===== src/rtl/cfg_item_pkg.sv =====
package cfg_item_pkg;

    localparam int KEY_IDX_W = 14;
    localparam int KEY_BANK_BIT = 14;

    typedef enum logic [1:0] {
        ST_IDLE  = 2'd0,
        ST_SHIFT = 2'd1,
        ST_RESP  = 2'd2
    } rd_state_e;

    function automatic int item_len(input int bank, input int idx, input int max_len);
        if (bank == 0 && idx < 2) begin
            return 4;
        end
        return (idx + 5 * bank) % (max_len + 1);
    endfunction

    function automatic logic [7:0] item_byte(input int bank, input int idx,
                                             input int pos, input int dma);
        logic [7:0] v;
        if (bank == 0 && idx == 0) begin
            case (pos)
                0: v = 8'h43;
                1: v = 8'h46;
                2: v = 8'h47;
                default: v = 8'h58;
            endcase
        end else if (bank == 0 && idx == 1) begin
            v = (pos == 0) ? (8'h01 | ((dma != 0) ? 8'h02 : 8'h00)) : 8'h00;
        end else begin
            v = {1'(bank), 3'(idx), 4'(pos)} ^ 8'hA5;
        end
        return v;
    endfunction

endpackage


===== src/rtl/cfg_item_store.sv =====
module cfg_item_store #(
    parameter int ENTRIES     = 8,
    parameter int MAX_LEN     = 8,
    parameter int DMA_PRESENT = 1,
    parameter int IDX_W       = 3,
    parameter int OFF_W       = 4
) (
    input  logic             bank,
    input  logic [IDX_W-1:0] idx,
    input  logic [OFF_W-1:0] pos,
    output logic [OFF_W-1:0] len,
    output logic [7:0]       data
);
    import cfg_item_pkg::*;

    localparam int POS_W = (MAX_LEN > 1) ? $clog2(MAX_LEN) : 1;

    logic [OFF_W-1:0] len_tab  [2][ENTRIES];
    logic [7:0]       byte_tab [2][ENTRIES][MAX_LEN];

    for (genvar b = 0; b < 2; b++) begin : g_bank
        for (genvar e = 0; e < ENTRIES; e++) begin : g_entry
            assign len_tab[b][e] = OFF_W'(item_len(b, e, MAX_LEN));
            for (genvar p = 0; p < MAX_LEN; p++) begin : g_pos
                assign byte_tab[b][e][p] = item_byte(b, e, p, DMA_PRESENT);
            end
        end
    end

    logic             idx_ok;
    logic             pos_ok;
    logic [POS_W-1:0] pos_i;

    assign idx_ok = (int'(idx) < ENTRIES);
    assign pos_ok = (int'(pos) < MAX_LEN);
    assign pos_i  = pos[POS_W-1:0];

    always_comb begin
        len  = '0;
        data = 8'h00;
        if (idx_ok) begin
            len = len_tab[bank][idx];
            if (pos_ok) begin
                data = byte_tab[bank][idx][pos_i];
            end
        end
    end

endmodule


===== src/rtl/cfg_access_decode.sv =====
module cfg_access_decode #(
    parameter int COMBINED = 0,
    parameter int W_BYTES  = 8
) (
    input  logic       acc_valid,
    input  logic       acc_write,
    input  logic       acc_port,
    input  logic [3:0] acc_size,
    output logic       do_sel,
    output logic       do_rd
);
    if (COMBINED != 0) begin : g_comb
        logic unused_port;
        assign unused_port = acc_port;
        assign do_sel = acc_valid && acc_write && (acc_size == 4'd2);
        assign do_rd  = acc_valid && !acc_write && (acc_size == 4'd1);
    end else begin : g_split
        assign do_sel = acc_valid && acc_write && acc_port && (acc_size == 4'd2);
        assign do_rd  = acc_valid && !acc_write && !acc_port &&
                        (acc_size != 4'd0) && (int'(acc_size) <= W_BYTES);
    end

endmodule


===== src/rtl/cfg_item_reader.sv =====
module cfg_item_reader #(
    parameter int NUM_FIXED   = 4,
    parameter int NUM_SLOTS   = 4,
    parameter int MAX_LEN     = 8,
    parameter int W_BYTES     = 8,
    parameter int DMA_PRESENT = 1,
    parameter int COMBINED    = 0
) (
    input  logic                   clk,
    input  logic                   rst_n,
    input  logic                   acc_valid,
    input  logic                   acc_write,
    input  logic                   acc_port,
    input  logic [3:0]             acc_size,
    input  logic [15:0]            acc_wdata,
    output logic [8*W_BYTES-1:0]   rd_data,
    output logic                   rd_valid,
    output logic                   busy,
    output logic                   sel_strobe
);
    import cfg_item_pkg::*;

    localparam int ENTRIES = NUM_FIXED + NUM_SLOTS;
    localparam int IDX_W   = (ENTRIES > 1) ? $clog2(ENTRIES) : 1;
    localparam int OFF_W   = $clog2(MAX_LEN + 1);
    localparam int DW      = 8 * W_BYTES;

    rd_state_e state_q, state_d;

    logic             bank_q;
    logic [IDX_W-1:0] idx_q;
    logic             inv_q;
    logic [OFF_W-1:0] off_q;
    logic [DW-1:0]    acc_q;
    logic [3:0]       cnt_q;
    logic [3:0]       len_q;
    logic             strobe_q;

    logic             do_sel, do_rd;
    logic [OFF_W-1:0] cur_len;
    logic [7:0]       st_byte;
    logic             have_byte;
    logic [7:0]       in_byte;
    logic             key_bad;
    logic             unused_key_msb;

    assign unused_key_msb = acc_wdata[15];
    assign key_bad = (int'(acc_wdata[KEY_IDX_W-1:0]) >= ENTRIES);

    cfg_access_decode #(
        .COMBINED (COMBINED),
        .W_BYTES  (W_BYTES)
    ) u_decode (
        .acc_valid (acc_valid),
        .acc_write (acc_write),
        .acc_port  (acc_port),
        .acc_size  (acc_size),
        .do_sel    (do_sel),
        .do_rd     (do_rd)
    );

    cfg_item_store #(
        .ENTRIES     (ENTRIES),
        .MAX_LEN     (MAX_LEN),
        .DMA_PRESENT (DMA_PRESENT),
        .IDX_W       (IDX_W),
        .OFF_W       (OFF_W)
    ) u_store (
        .bank (bank_q),
        .idx  (idx_q),
        .pos  (off_q),
        .len  (cur_len),
        .data (st_byte)
    );

    assign have_byte = !inv_q && (off_q < cur_len);
    assign in_byte   = have_byte ? st_byte : 8'h00;

    // next-state logic
    always_comb begin
        state_d = state_q;
        unique case (state_q)
            ST_IDLE:  if (do_rd) state_d = ST_SHIFT;
            ST_SHIFT: if (cnt_q == 4'd1) state_d = ST_RESP;
            ST_RESP:  state_d = ST_IDLE;
            default:  state_d = ST_IDLE;
        endcase
    end

    // state register
    always_ff @(posedge clk) begin
        if (!rst_n) begin
            state_q <= ST_IDLE;
        end else begin
            state_q <= state_d;
        end
    end

    // datapath registers
    always_ff @(posedge clk) begin
        if (!rst_n) begin
            bank_q   <= 1'b0;
            idx_q    <= '0;
            inv_q    <= 1'b0;
            off_q    <= '0;
            acc_q    <= '0;
            cnt_q    <= '0;
            len_q    <= '0;
            strobe_q <= 1'b0;
        end else begin
            strobe_q <= 1'b0;
            unique case (state_q)
                ST_IDLE: begin
                    if (do_sel) begin
                        bank_q   <= acc_wdata[KEY_BANK_BIT];
                        idx_q    <= acc_wdata[IDX_W-1:0];
                        inv_q    <= key_bad;
                        off_q    <= '0;
                        strobe_q <= !key_bad;
                    end else if (do_rd) begin
                        acc_q <= '0;
                        cnt_q <= acc_size;
                        len_q <= acc_size;
                    end
                end
                ST_SHIFT: begin
                    acc_q <= {acc_q[DW-9:0], in_byte};
                    cnt_q <= cnt_q - 4'd1;
                    if (have_byte) begin
                        off_q <= off_q + 1'b1;
                    end
                end
                ST_RESP: begin
                end
                default: begin
                end
            endcase
        end
    end

    // outputs
    always_comb begin
        busy       = (state_q != ST_IDLE);
        rd_valid   = (state_q == ST_RESP);
        rd_data    = rd_valid ? acc_q : '0;
        sel_strobe = strobe_q;
    end

endmodule


===== config.mk =====
export PLATFORM = sky130hd
export DESIGN_NAME = cfg_item_reader
export DESIGN_NICKNAME = d
export VERILOG_FILES = /design/src/rtl/cfg_item_pkg.sv /design/src/rtl/cfg_item_store.sv /design/src/rtl/cfg_access_decode.sv /design/src/rtl/cfg_item_reader.sv
export SDC_FILE = /design/constraint.sdc
export NUM_CORES = 1
export LEC_CHECK = 0
export ABC_CLOCK_PERIOD_IN_PS = 5900
export BUFFER_PORTS_ARGS = -buffer_cell sky130_fd_sc_hd__buf_4
export CORE_MARGIN = 8
export CORE_UTILIZATION = 57
export DETAILED_ROUTE_END_ITERATION = 12
export GPL_ROUTABILITY_DRIVEN = 0
export PLACE_DENSITY = 0.87
export RECOVER_POWER = 100
export SETUP_SLACK_MARGIN = 0.02
export SYNTH_ARGS = -nofsm -noshare
export SYNTH_HDL_FRONTEND = slang
export SYNTH_SLANG_ARGS = --single-unit
export TNS_END_PERCENT = 30

===== constraint.sdc =====
create_clock -name clk -period 5.9 [get_ports clk]
set_input_delay 1.18 -clock clk [delete_from_list [all_inputs] [get_ports clk]]
set_output_delay 1.18 -clock clk [all_outputs]
set_load 0.02 [all_outputs]

Word level (Yosys, flattened, before mapping)
Index checks and enable logic that the tools add are counted.

storage, ports and cells
  bits in registers = 80
  logic and storage cells = 80

cells by class
  equal/unequal tests = 9
  order comparisons = 7
  multiplexer cells = 30
  bitwise logic cells = 3
  $add $sub $neg = 2
  reduce and logical (&&, ||, !) cells = 21

operators by type and width
  kind                                                   number
  2-to-1 mux 512 bit                                     2
  2-to-1 mux 511 bit                                     1
  2-to-1 mux 64 bit                                      5
  binary-select mux 64 bit (select 3 bit)                1
  case mux 64 bit (2 select lines)                       1
  2-to-1 mux 32 bit                                      2
  2-to-1 mux 8 bit                                       4
  2-to-1 mux 29 bit                                      1
  binary-select mux 8 bit (select 3 bit)                 1
  2-to-1 mux 4 bit                                       6
  case mux 4 bit (2 select lines)                        2
  >= comparator 14 x 4 -> 1 bit, second input constant   1
  binary-select mux 4 bit (select 3 bit)                 1
  inequality test 2 bit, second input constant           5
  AND reduction 3 bit                                    3
  >= comparator 4 bit, second input constant             2
  logical AND 1 bit                                      8
  NOT 3 -> 4 bit                                         2
  adder 4 x 1 -> 4 bit, second input constant            1
  equality test 4 x 1 -> 1 bit, second input constant    1
  equality test 4 x 2 -> 1 bit, second input constant    1
  less-or-equal comparator 4 bit, second input constant  1
  zero test 1 bit                                        4
  < comparator 4 bit                                     1
  other kinds (12)                                       15

Depth between registers and ports, before layout
Gate-level depths: netlist (run 1).

  depth after elaboration = 13
  depth in mapped cells = 8
  gate-level depth less buffers = 8

Modules after synthesis
A second synthesis (run 1) with hierarchy kept.

second synthesis, totals
  cells, all modules = 436
  area total of the unflattened synthesis = 3798.6 µm²

by module, submodules not included
  module             seq. area each (µm²)  times used  area each (µm²)  cells an instance
  cfg_item_reader    1601.5                1           3430.8           383
  cfg_item_store     0.0                   1           321.6            47
  cfg_access_decode  0.0                   1           46.3             6

Worst setup path before layout (run 1)
No wires, ideal clock.

  kind = input to register
  from = in acc_size[2]
  to = reg acc_q[7]
  arrival time = 2.559 ns
  setup slack = 3.245 ns
  stages = 5
  required time = 5.804 ns
  library setup time = 0.096 ns
  cells stage by stage = or4_4 > a311oi_4 > buf_6 > nand2_1 > o41ai_2

on the way
  cells in the longest elaborated chain, start to end = 5

RTL lines
  element                                                                 line                    text
  start: declaration                                                      cfg_item_reader.sv:14   input logic [3:0] acc_size,
  branches (longest 4 deep; another with less-or-equal comparator 4 bit)  -
  AND reduction 3 bit (no line) *                                         -
  end signal: assignment                                                  cfg_item_reader.sv:127  acc_q <= {acc_q[DW-9:0], in_byte};
  end: declaration                                                        cfg_item_reader.sv:34   logic [DW-1:0] acc_q;

Every way passes the cells marked *.
A chain may end at the register's enable or synchronous reset.

Worst setup path after layout (run 1)
  from = in acc_size[2]
  to = reg acc_q[17]

The elaborated chain is that of the path after synthesis.

==> metrics.cfg, run 1 <==
[cells_and_area]
drive_gt1_share_pct=33.11
instances_no_fill=527
regArea_um2=1602
num-nets-final=481
fillers=488
area_delta_synth_final_pct=19.43
final_core_util_pct=69.82
multi_input_area_um2=1869
diodes=0
final_cell_area_um2=4383

[logic_synthesis]
synth_top_cell_by_area=dfxtp_1
syn-num-nets=407
ys_types=51
synth_most_common_cell=dfxtp_1
synthTopCellsByArea=dfxtp_1, a22o_2, and2_1
synthTopCellsByCount=dfxtp_1, and2_1, a22o_2
ys_async_sr_fraction_pct=0
synth_area_um2=3670
yosys_register_bits=80
synth_enable_flop_cells=0
synth_top_area_share_pct=43.64
seq_area_frac_synth_pct=43.64
ys.flop_type=dfxtp_1
netlist_instances=371
syn_area_per_cell_um2=9.892
yosysWarningCount=0

[floorplan]
rows=29
die_w_um=96.24
die_y_um=96.24
die_area_um2=9262
design.portCount=92
coreArea_um2=6277
start_util_pct=58.46

[clocking]
holdBufCountCts=0
post_cts_buffers=0
cts_buffers=9
cts_tree=yes
clk_pin_slew_ns=0.08
insertion_delay_ns=0.34
clock_path_buffers=2
cts-root-buf=clkbuf_8
cts.sinks=80
h-tree-depth=3
post_cts_resized=0

[drt]
drc=0
wl_met2_um=4180
via_per_inst=5.700
via_count=3004
finalWirelength_um=8511
drtIter0Drc=146
met1_length_um=3705
wl_per_cell_um=16.15
first_pass_iters=4
maxUsedRoutingLayer=met4
antenna_left=0
wl_met3_um=514

[sta]
setup_violations=0
slew_violations=123
clock_skew_ns=0.006723
holdWs_ns=0.4805
finalCritPeriodShare_pct=74.29
worstMarginPinSlew_ns=2.694
rsz0062_at_grt=false
slew-limit-headroom_pct=-79.63
worst_slack_ns=1.517
finalHoldViolCount=0
period_minus_slack_ns=4.383
clock.fmax_ghz=0.2282
tns_ns=0

[global_route]
grt_pass1_wl_um=13660
grt_pass1_vias=2914
grt_max_degree=66
antenna_found_initial=0
grt-ovfl-total=0
track_usage_pct=18.50

[pwr]
p_per_area_nw_per_um2=215.3
irDropWorstVdd_mv=0.1638
power_mw=0.9438
p_leak_nw=1.819

[critical_path]
crit_chain=clkbuf_1 > or4_1 > a311oi_1 > clkbuf_1 > a22o_2
crit_path_end_kind=flip-flop
cpMostUsedCell=clkbuf_1
worst_setup_path_start_kind=primary input
cpPeakStageDelay_ns=1.96
cp.arrival_ns=4.66
cp_slowest_cell=clkbuf_1
worstPathMaxFanout=64
worstSetupPathType=primary input to flip-flop
cp.required_ns=6.18

[status]
status=finished, violations left
violations=capacitance limit, slew limit

[job]
cap_violations=2

[placement]
post-place-cells=511
post-dp-hpwl_um=5982
portBuffers=90
dpl_cell_area_um2=4313
post-place-ws_ns=2.842

[min_path]
holdCritPathClass=flip-flop to flip-flop

## registers in the layout (all words and copies together) (netlist names)
| signal | flops |
|---|---|
| acc_q | 64 |
| cnt_q | 4 |
| off_q | 4 |
| idx_q | 3 |
| state_q | 2 |
| bank_q | 1 |
| inv_q | 1 |
| sel_strobe | 1 |
## worst paths after layout
check / startpoint / end / slack, ns / cells past startpoint
max reg2reg: state_q[0]$_SDFFE_PN0P_ / acc_q[17]$_SDFFE_PN0P_ / 2.41 / 4
max: acc_size[2] / acc_q[17]$_SDFFE_PN0P_ / 1.52 / 5
min: acc_q[4]$_SDFFE_PN0P_ / acc_q[4]$_SDFFE_PN0P_ / 0.48 / 2
min reg2reg: acc_q[4]$_SDFFE_PN0P_ / acc_q[4]$_SDFFE_PN0P_ / 0.48 / 2
## per-layer routing
layer  up-vias  global-route usage, %
met3        10                  4.056
met5         -                      0
met4         0                  8.323
met2        82                  30.93
met1      1427                  22.20
li1       1485                      -
## logic make-up after synthesis
| logic type | Yosys count | synth area share (%) |
|---|---|---|
| simple gates | 136 | 21.58 |
| compound gates | 102 | 24.31 |
| flops | 80 | 43.64 |
| buf+inv | 36 | 5.046 |
| fa+ha+maj | 11 | 3.750 |
| mux | 5 | 1.432 |
| xor+xnor | 1 | 0.2387 |
## layout make-up
type / count / area share, %
timing repair buffer: 92 / 14.05
multi-input combinational: 255 / 42.65
tap: 77 / 2.198
clock inverter: 6 / 1.056
sequential: 80 / 36.54
clock buffer: 10 / 2.912
inverter: 7 / 0.5995
## power by group
group / switching, mW / leakage, nW / internal (mW)
Sequential: 0.00350 / 0.645 / 0.543
Clock: 0.196 / 0.0824 / 0.154
Combinational: 0.0291 / 1.09 / 0.0183
## cells in the final DEF, fill, tap and decap left out, types with 3 or more instances in the layout
| master | synthesis | routed |
|---|---|---|
| mux2i_1 | 3 | 3 |
| nor3_1 | 4 | 4 |
| and2_1 | 64 | 15 |
| inv_1 | 7 | 7 |
| clkbuf_8 | 0 | 9 |
| nor2_1 | 11 | 10 |
| nor4_1 | 3 | 3 |
| buf_4 | 0 | 72 |
| nand2_1 | 21 | 21 |
| a22o_1 | 5 | 5 |
| a21oi_1 | 11 | 11 |
| o21ai_0 | 10 | 10 |
| clkinv_4 | 0 | 3 |
| and3_1 | 4 | 4 |
| a311oi_1 | 2 | 3 |
| nand3_1 | 7 | 7 |
| clkbuf_1 | 19 | 21 |
| ha_1 | 11 | 11 |
| a22o_2 | 53 | 53 |
| and2_0 | 0 | 49 |
| nor2b_1 | 6 | 5 |
| a31oi_1 | 3 | 3 |
| dfxtp_1 | 80 | 80 |
## critical path, delay by kind of cell
kind,cells,cell delay [ns]
buffers and inverters,2,2.07
and+or+nand+nor,1,0.60
AOI/OAI and AO/OA,2,0.80
Power figures use the tool's default switching activity.
==> run 2: changes to the inputs <==
- ABC_CLOCK_PERIOD_IN_PS: 5900 -> 4600
- CORE_UTILIZATION: 57 -> 53
- PLACE_DENSITY: 0.87 -> 0.82
- clock period: 5.9 -> 4.6 ns (I/O delays scaled with it)
==> metrics.cfg, run 2 (synthesis results as in run 1) <==
[drt]
via_count=2967  ; -1.2%
via_per_inst=5.598  ; -1.8%
drc=0  ; unchanged
wl_per_cell_um=16.38  ; +1.4%
finalWirelength_um=8681  ; +2.0%
antenna_left=0  ; unchanged
drtIter0Drc=155  ; +6.2%
first_pass_iters=4  ; unchanged

[status]
status=finished, violations left
violations=capacitance limit, slew limit

[pwr]
p_per_area_nw_per_um2=291.6  ; +35%
power_mw=1.310  ; +39%
p_leak_nw=1.949  ; +7.1%
irDropWorstVdd_mv=0.2100  ; +28%

[global_route]
grt_max_degree=66  ; unchanged
track_usage_pct=17.74  ; -0.77 points
grt_pass1_vias=2947  ; +1.1%
grt-ovfl-total=0  ; unchanged
grt_pass1_wl_um=14350  ; +5.1%
antenna_found_initial=0  ; unchanged

[floorplan]
coreArea_um2=6756  ; +7.6%
rows=30  ; +3.4%
die_w_um=99.21  ; +3.1%
start_util_pct=54.31  ; -4.1 points
die_area_um2=9843  ; +6.3%
design.portCount=92  ; unchanged
die_y_um=99.21  ; +3.1%

[critical_path]
worstSetupPathType=flip-flop to output port
crit_path_end_kind=output port
r2r_start=state_q[0]$_SDFFE_PN0P_
reg2reg_depth=4  ; unchanged
cp.arrival_ns=2.68  ; -1.98 ns
regToRegSetupSlack_ns=1.61  ; -0.80 ns
cp.required_ns=3.68  ; -2.50 ns
regToRegEndpoint=acc_q[37]$_SDFFE_PN0P_
worstPathMaxFanout=65  ; +1.6%
worst_setup_path_start_kind=flip-flop

[min_path]
hold_path_depth=1  ; -1
min-delay-start=acc_q[60]$_SDFFE_PN0P_
holdPathEnd=acc_q[60]$_SDFFE_PN0P_
holdCritPathClass=flip-flop to flip-flop

[sta]
slew_violations=97  ; -21%
tns_ns=0  ; unchanged
slew-limit-headroom_pct=-27.42  ; +52 points
clock_skew_ns=0.01029  ; +0.003566 ns
worstMarginPinSlew_ns=1.904  ; -0.7901 ns
period_minus_slack_ns=3.599
setup_violations=0  ; unchanged
rsz0062_at_grt=false
finalCritPeriodShare_pct=78.24
finalHoldViolCount=0  ; unchanged
clock.fmax_ghz=0.2778

[cells_and_area]
area_delta_synth_final_pct=22.40
regMostFlops=acc_q
final_common_cell=buf_4
largest_reg_flops=64  ; unchanged
reg_top3=acc_q x64, cnt_q x4, off_q x4
drive_gt1_share_pct=36.89  ; +3.8 points
layout_common_cells=buf_4, dfxtp_1, a22o_2
num-nets-final=481  ; unchanged
diodes=0  ; unchanged
fillers=557  ; +14%

[placement]
portBuffers=90  ; unchanged
post-dp-hpwl_um=6106  ; +2.1%

[clocking]
h-tree-depth=3  ; unchanged
holdBufCountCts=0  ; unchanged
post_cts_buffers=0  ; unchanged
cts_buffers=9  ; unchanged
cts-root-buf=clkbuf_8
cts.sinks=80  ; unchanged
clk_pin_slew_ns=0.09  ; about the same
cts_tree=yes
post_cts_resized=0  ; unchanged
insertion_delay_ns=0.36  ; +0.02 ns
clock_path_buffers=2  ; unchanged

[job]
cap_violations=2  ; unchanged

-- run 2: changes by cell type in the layout (fill, tap and decap cells not counted), sizes merged --
cell      previous run  this run
buf                 72        88
clkbuf              30        14
clkinvlp             2         0
inv                  7         9
bufinv               0         1
clkinv               4         3
-- run 2: worst max-delay path by stage --
stage	start	endpoint	slack [ns]	cells past startpoint
floorplan	bank_q$_SDFFE_PN0P_	acc_q[7]$_SDFFE_PN0P_	2.19	7
global placement	acc_size[2]	acc_q[17]$_SDFFE_PN0P_	1.82	5
detailed placement	acc_size[2]	acc_q[5]$_SDFFE_PN0P_	1.77	6
CTS	state_q[1]$_SDFFE_PN0P_	rd_data[22]	1.57	3
global route	state_q[1]$_SDFFE_PN0P_	rd_data[10]	0.69	3
finish	state_q[1]$_SDFFE_PN0P_	rd_data[22]	1.00	3
-- run 2: worst max-delay path: stages (launching register included) --
cell     delay (ns)
dfxtp_1        0.44
nor2b_2        1.41
and2_1         0.30
buf_4          0.15
-- run 2: layout make-up --
cell class / instances / area [um2] / share of cell area (%)
clock buffers: 10 / 137.6 / 3.064
well taps: 80 / 100.1 / 2.228
multi-input cells: 255 / 1874 / 41.73
clock inverters: 6 / 76.32 / 1.699
flip-flops and latches: 80 / 1602 / 35.65
inverters: 7 / 26.28 / 0.5850
repair buffers: 92 / 675.6 / 15.04
-- run 2: report_power, final --
part	total, mW	internal, mW	switching [mW]	leakage, nW
logic	0.0618	0.0244	0.0374	1.20
registers	0.700	0.696	0.00436	0.645
clock network	0.548	0.274	0.274	0.109
-- run 2: stage by stage --
step,hold slack [ns],std cells,area (um2),utilization [%],worst slack [ns]
floorplan,0.4377,371,3670,-,2.188
global placement,0.4525,514,4317,63.89,1.817
detailed placement,0.4642,514,4317,63.89,1.768
CTS,0.4852,530,4531,67.06,1.568
global route,0.5061,530,4492,66.48,0.6932
finish,0.4793,530,4492,66.48,1.001
-- run 2: routing by layer --
layer,vias up,track usage [%],wire length (um)
met1,1397,20.84,3804
li1,1486,-,-
met5,-,0,0
met2,70,29.55,4201
met3,14,5.936,538
met4,0,5.937,137
